**src/rtl/osrx_pkg.sv**
```systemverilog
package osrx_pkg;

    typedef enum logic [2:0] {
        ST_HUNT,
        ST_CONFIRM,
        ST_DATA,
        ST_STOP,
        ST_WAITMARK
    } rx_state_e;

    // Mark level of an idle line
    localparam logic LINE_IDLE = 1'b1;

    function automatic logic all_zero(input logic [63:0] v, input int unsigned n);
        logic z;
        z = 1'b1;
        for (int i = 0; i < 64; i++) begin
            if (i < n && v[i]) z = 1'b0;
        end
        return z;
    endfunction

endpackage

```
**src/rtl/osrx_sync.sv**
```systemverilog
module osrx_sync #(
    parameter int  STAGES    = 2,
    parameter logic RESET_VAL = 1'b1
) (
    input  logic clk,
    input  logic rst,
    input  logic din,
    output logic dout
);
    logic [STAGES-1:0] chain;

    for (genvar g = 0; g < STAGES; g++) begin : g_stage
        if (g == 0) begin : g_first
            always_ff @(posedge clk) begin
                if (rst) chain[0] <= RESET_VAL;
                else     chain[0] <= din;
            end
        end else begin : g_next
            always_ff @(posedge clk) begin
                if (rst) chain[g] <= RESET_VAL;
                else     chain[g] <= chain[g-1];
            end
        end
    end

    assign dout = chain[STAGES-1];
endmodule

```
**src/rtl/osrx_timer.sv**
```systemverilog
module osrx_timer #(
    parameter int W = 5
) (
    input  logic         clk,
    input  logic         rst,
    input  logic         tick,
    input  logic         load,
    input  logic [W-1:0] load_val,
    output logic         expire
);
    logic [W-1:0] cnt;

    // The count reaches zero on the tick that sees one remaining
    assign expire = tick && (cnt == W'(1));

    always_ff @(posedge clk) begin
        if (rst)                         cnt <= '0;
        else if (load)                   cnt <= load_val;
        else if (tick && cnt > W'(1))    cnt <= cnt - W'(1);
    end
endmodule

```
**src/rtl/osrx_shifter.sv**
```systemverilog
module osrx_shifter #(
    parameter int N = 8
) (
    input  logic         clk,
    input  logic         rst,
    input  logic         shift_en,
    input  logic         din,
    output logic [N-1:0] q
);
    generate
        if (N == 1) begin : g_one
            always_ff @(posedge clk) begin
                if (rst)           q <= '0;
                else if (shift_en) q <= din;
            end
        end else begin : g_many
            always_ff @(posedge clk) begin
                if (rst)           q <= '0;
                else if (shift_en) q <= {din, q[N-1:1]};
            end
        end
    endgenerate
endmodule

```
**src/rtl/osrx_receiver.sv**
```systemverilog
module osrx_receiver
    import osrx_pkg::*;
#(
    parameter int DATA_BITS   = 8,
    parameter int OVS         = 16,
    parameter int SYNC_STAGES = 2
) (
    input  logic                 clk,
    input  logic                 rst,
    input  logic                 tick,
    input  logic                 rxd,
    output logic [DATA_BITS-1:0] rx_data,
    output logic                 rx_valid,
    output logic                 rx_error,
    output logic                 rx_break
);
    localparam int CW   = $clog2(OVS + 1);
    localparam int BW   = $clog2(DATA_BITS + 1);
    localparam int HALF = OVS / 2;

    rx_state_e            state, state_n;
    logic [BW-1:0]        bits_left, bits_n;
    logic                 line;
    logic                 load, expire, shift_en;
    logic [CW-1:0]        load_val;
    logic [DATA_BITS-1:0] shreg;
    logic                 stop_done;

    osrx_sync #(.STAGES(SYNC_STAGES), .RESET_VAL(LINE_IDLE)) u_sync (
        .clk(clk), .rst(rst), .din(rxd), .dout(line)
    );

    osrx_timer #(.W(CW)) u_timer (
        .clk(clk), .rst(rst), .tick(tick),
        .load(load), .load_val(load_val), .expire(expire)
    );

    osrx_shifter #(.N(DATA_BITS)) u_shift (
        .clk(clk), .rst(rst), .shift_en(shift_en), .din(line), .q(shreg)
    );

    always_comb begin
        state_n   = state;
        bits_n    = bits_left;
        load      = 1'b0;
        load_val  = CW'(OVS);
        shift_en  = 1'b0;
        stop_done = 1'b0;
        unique case (state)
            ST_HUNT: begin
                if (tick && !line) begin
                    load     = 1'b1;
                    load_val = CW'(HALF);
                    state_n  = ST_CONFIRM;
                end
            end
            ST_CONFIRM: begin
                if (expire) begin
                    if (!line) begin
                        load    = 1'b1;
                        bits_n  = BW'(DATA_BITS);
                        state_n = ST_DATA;
                    end else begin
                        state_n = ST_HUNT;
                    end
                end
            end
            ST_DATA: begin
                if (expire) begin
                    shift_en = 1'b1;
                    load     = 1'b1;
                    bits_n   = bits_left - BW'(1);
                    if (bits_left == BW'(1)) state_n = ST_STOP;
                end
            end
            ST_STOP: begin
                if (expire) begin
                    stop_done = 1'b1;
                    state_n   = line ? ST_HUNT : ST_WAITMARK;
                end
            end
            ST_WAITMARK: begin
                if (tick && line) state_n = ST_HUNT;
            end
            default: state_n = ST_HUNT;
        endcase
    end

    always_ff @(posedge clk) begin
        if (rst) begin
            state     <= ST_HUNT;
            bits_left <= '0;
            rx_data   <= '0;
            rx_valid  <= 1'b0;
            rx_error  <= 1'b0;
            rx_break  <= 1'b0;
        end else begin
            state     <= state_n;
            bits_left <= bits_n;
            rx_valid  <= stop_done && line;
            rx_error  <= stop_done && !line;
            rx_break  <= stop_done && !line && all_zero(64'(shreg), DATA_BITS);
            if (stop_done) rx_data <= shreg;
        end
    end
endmodule

```
**config.mk**
```make
export PLATFORM = sky130hd
export DESIGN_NAME = osrx_receiver
export DESIGN_NICKNAME = d
export VERILOG_FILES = /design/src/rtl/osrx_pkg.sv /design/src/rtl/osrx_sync.sv /design/src/rtl/osrx_timer.sv /design/src/rtl/osrx_shifter.sv /design/src/rtl/osrx_receiver.sv
export SDC_FILE = /design/constraint.sdc
export NUM_CORES = 1
export LEC_CHECK = 0
export BUFFER_PORTS_ARGS = -buffer_cell sky130_fd_sc_hd__buf_4
export CAP_MARGIN = 0
export CORE_AREA = 2 2 62 64
export CTS_BUF_LIST = sky130_fd_sc_hd__clkbuf_4
export CTS_CLUSTER_DIAMETER = 120
export DETAILED_ROUTE_END_ITERATION = 10
export DIE_AREA = 0 0 64 66
export SYNTH_ARGS = -nofsm -noshare
export SYNTH_HDL_FRONTEND = slang
export SYNTH_HIERARCHICAL = 1
export SYNTH_SLANG_ARGS = --single-unit
```
**constraint.sdc**
```tcl
create_clock -name clk -period 1.95 [get_ports clk]
set_clock_uncertainty 0.2 [all_clocks]
set_input_delay 0.4875 -clock clk [delete_from_list [all_inputs] [get_ports clk]]
set_output_delay 0.4875 -clock clk [all_outputs]
set_load 0.03 [all_outputs]
```
==> flow_summary.toml <==
[logic_synthesis]
yosys_register_bits = 33
yosysWarnings = 6
synth_compound_area_frac = 0.1630
ys_top_cells_by_area = "dfxtp_1 43%, mux2i_1 5.9%, nand2_1 5.7%"
synthMuxAreaShare = 0.05926
syn_avg_cell_area_sq_um = 8.838
async_reset_ff_frac = 0
synth.most_common_cell = "dfxtp_1"
synth_flop_cell = "dfxtp_1"
synth_top_family_by_area = "simple AND/OR/NAND/NOR gates"
yosysTopAreaCellShare = 0.4346
synthSimpleGateAreaFrac = 0.2519
synth-edff-count = 0
postSynthCellCount = 172
yosysUniqueCellTypes = 41
yosys.area.top_type = "dfxtp_1"
yosys-top-cells-count = "33 x dfxtp_1, 23 x nand2_1, 21 x nor2_1"
netlist_area_sq_mm = 0.001520
synth-adder-area-share = 0.03292
yosysSeqAreaShare = 0.4346
synthXorXnorAreaFrac = 0

[timing]
max_freq_mhz = 532.0
setup_viol_count_final = 0
fin_ws_ns = 0.07044
period_minus_slack_ns = 1.880
min_period_over_period = 0.9639
rsz0062_at_grt = "no"
slew_viol_final = 0
whs_ns = 0.1257
hold_viol = 0

[min_path]
hp-class = "in2reg"
hold_end = "u_sync/chain[0]$_SDFF_PP1_"
hold_path_depth = 2
hold_path.startpoint = "rxd"

[power]
internal-power_mw = 0.9796
p_clk_frac = 0.274
comb_power_share = 0.207
leakage_nw = 0.7243
p_per_area_mw_per_mm2 = 743.7
sw_frac_of_total = 0.3024
switchingPower_mw = 0.4246
ir_drop_mv = 0.5313
p_seq_frac = 0.519
total_power_mw = 1.404

[clock_tree]
cts_hold_buf = 0
cts_buffer_depth = 2
cts-root-buf = "clkbuf_4"
cts_sinks = 33
htreeDepth = 2
cts_tree = "built"
clkTransAtPathRegs_ns = 0.10
clk_latency_ns = 0.34
cts_buffers = 5

[global_route]
track_usage = 0.1665
overflow = 0
use_met2 = 0.2878
grt_pass1_vias = 1246
antenna_found_initial = 0
grt_max_degree = 35
grt_pass1_wl_mm = 5.485
grt_util_met3 = 0.04089
grtUsageMet1 = 0.1960
top_usage_layer = "met2"

[critical_path]
arrival_ns = 1.93
r2r_cells = 8
end_kind = "flop"
reg2reg_slack_ns = 0.07
criticalPathCategory = "reg2reg"
path_max_fanout = 7
startpoint_type = "flop"
r2r_start = "u_timer/cnt[3]$_SDFFE_PP0P_"
cp.required_ns = 2.00
worstReg2RegEnd = "u_timer/cnt[0]$_SDFFE_PP0P_"

[layout]
fill_cells = 338
num_antenna_cells = 0
area_delta_synth_final_pct = 24.20
drive_above_1_share = 0.2947
nets = 214
finish.utilization = 0.5317
multi_input_area_sq_um = 820.8
regArea_sq_um = 663.1

[status]
status = "finished clean"

[die]
core_sq_mm = 0.003551
pin_count = 15
die_h_um = 66
die_area_sq_mm = 0.004224
initial_core_util = 0.4281
die_x_um = 64
rows = 22

[route]
drc = 0
drt_pass1_iterations = 4
wl_mm = 3.234
vias = 1294
ant_nets = 0
viasPerCell = 5.075
drt_iter0_markers = 64
wl_per_cell_um = 12.68

[placement]
portBuffers = 14
gp_congestion = 0.8470
pre_cts_slack_ns = -0.08208
place_hpwl_mm = 2.224

[job]
maxCapViolCount = 0
[worst max path at each step]
stage / cells past startpoint / from / end / slack, ns
floorplan: 9 / u_timer/cnt[1]$_SDFFE_PP0P_ / u_timer/cnt[0]$_SDFFE_PP0P_ / 0.03
global placement: 8 / tick / u_timer/cnt[0]$_SDFFE_PP0P_ / -0.01
detailed placement: 8 / tick / u_timer/cnt[0]$_SDFFE_PP0P_ / -0.08
CTS: 8 / u_timer/cnt[1]$_SDFFE_PP0P_ / u_shift/q[5]$_SDFFE_PP0P_ / 0.001
global route: 8 / u_timer/cnt[1]$_SDFFE_PP0P_ / u_shift/q[5]$_SDFFE_PP0P_ / 0.0007
finish: 8 / u_timer/cnt[3]$_SDFFE_PP0P_ / u_timer/cnt[0]$_SDFFE_PP0P_ / 0.07
[critical path, cell delays in order, from the launching register on]
cell	delay, ns
dfxtp_1	0.46
nor2_2	0.07
and4b_2	0.29
inv_2	0.09
a211oi_4	0.04
or2_4	0.29
inv_2	0.09
nor2_1	0.05
a311oi_1	0.22
[power by group through the flow]
stage / registers (mW) / clock network [mW] / logic (mW)
6_report: 0.729 / 0.385 / 0.291
5_1_grt: 0.735 / 0.421 / 0.312
4_1_cts: 0.720 / 0.397 / 0.266
3_5_place_dp: 0.734 / 0 / 0.263
3_3_place_gp: 0.734 / 0 / 0.259
2_1_floorplan: 0.740 / 0 / 0.169
[area by class of cell]
type                            count  area share
Sequential cell                    33      0.3512
Tap cell                           48     0.03181
Clock inverter                      3    0.009278
Clock buffer                        5     0.01988
Timing Repair Buffer               33      0.1332
Inverter                           10     0.01988
Multi-Input combinational cell    123      0.4347
[cell usage in the layout (no fill, tap or decap), drive strengths merged, types with 4 or more instances in the layout]
master and count:
buf 33, dfxtp 33, nand2 23, nor2 21, a21oi 15, inv 10
mux2i 9, clkbuf 5, a211oi 5, nand3 4, nor3 4, ha 4
[cells by family after synthesis]
family,Yosys count
compound gates,34
fa+ha+maj,4
buf+inv,18
flops,33
mux,9
other cells,1
simple gates,73
[per-stage QoR]
| step | instance area (sq um) | std cells | setup TNS, ns |
|---|---|---|---|
| final | 1888 | 255 | 0 |
| after global routing | 1888 | 255 | 0 |
| after CTS | 1838 | 254 | 0 |
| after detailed placement | 1780 | 246 | -0.08554 |
| after global placement | 1780 | 246 | -0.01225 |
| after floorplan | 1528 | 174 | 0 |
[per-layer routing]
layer | vias to the layer above | routed length, um
li1 | 666 | -
met1 | 599 | 1459
met2 | 22 | 1613
met3 | 7 | 111
met4 | 0 | 49
met5 | - | 0
[state kept, by name, summed over array words and instances (netlist names)]
register      cells
rx_data           8
u_sync/chain      1
bits_left         4
u_timer/cnt       5
u_shift/q         8
rx_valid          1
state             3
u_sync/dout       1
rx_break          1
rx_error          1
[repair_timing]
action / in CTS / in global routing
pin swaps: 0 / 4
endpoints found under the setup margin: 1 / 23
setup buffers: 0 / 1
resized for setup: 2 / 12
hold endpoints to repair: 0 / 0
(Power assumes the default switching activity.)
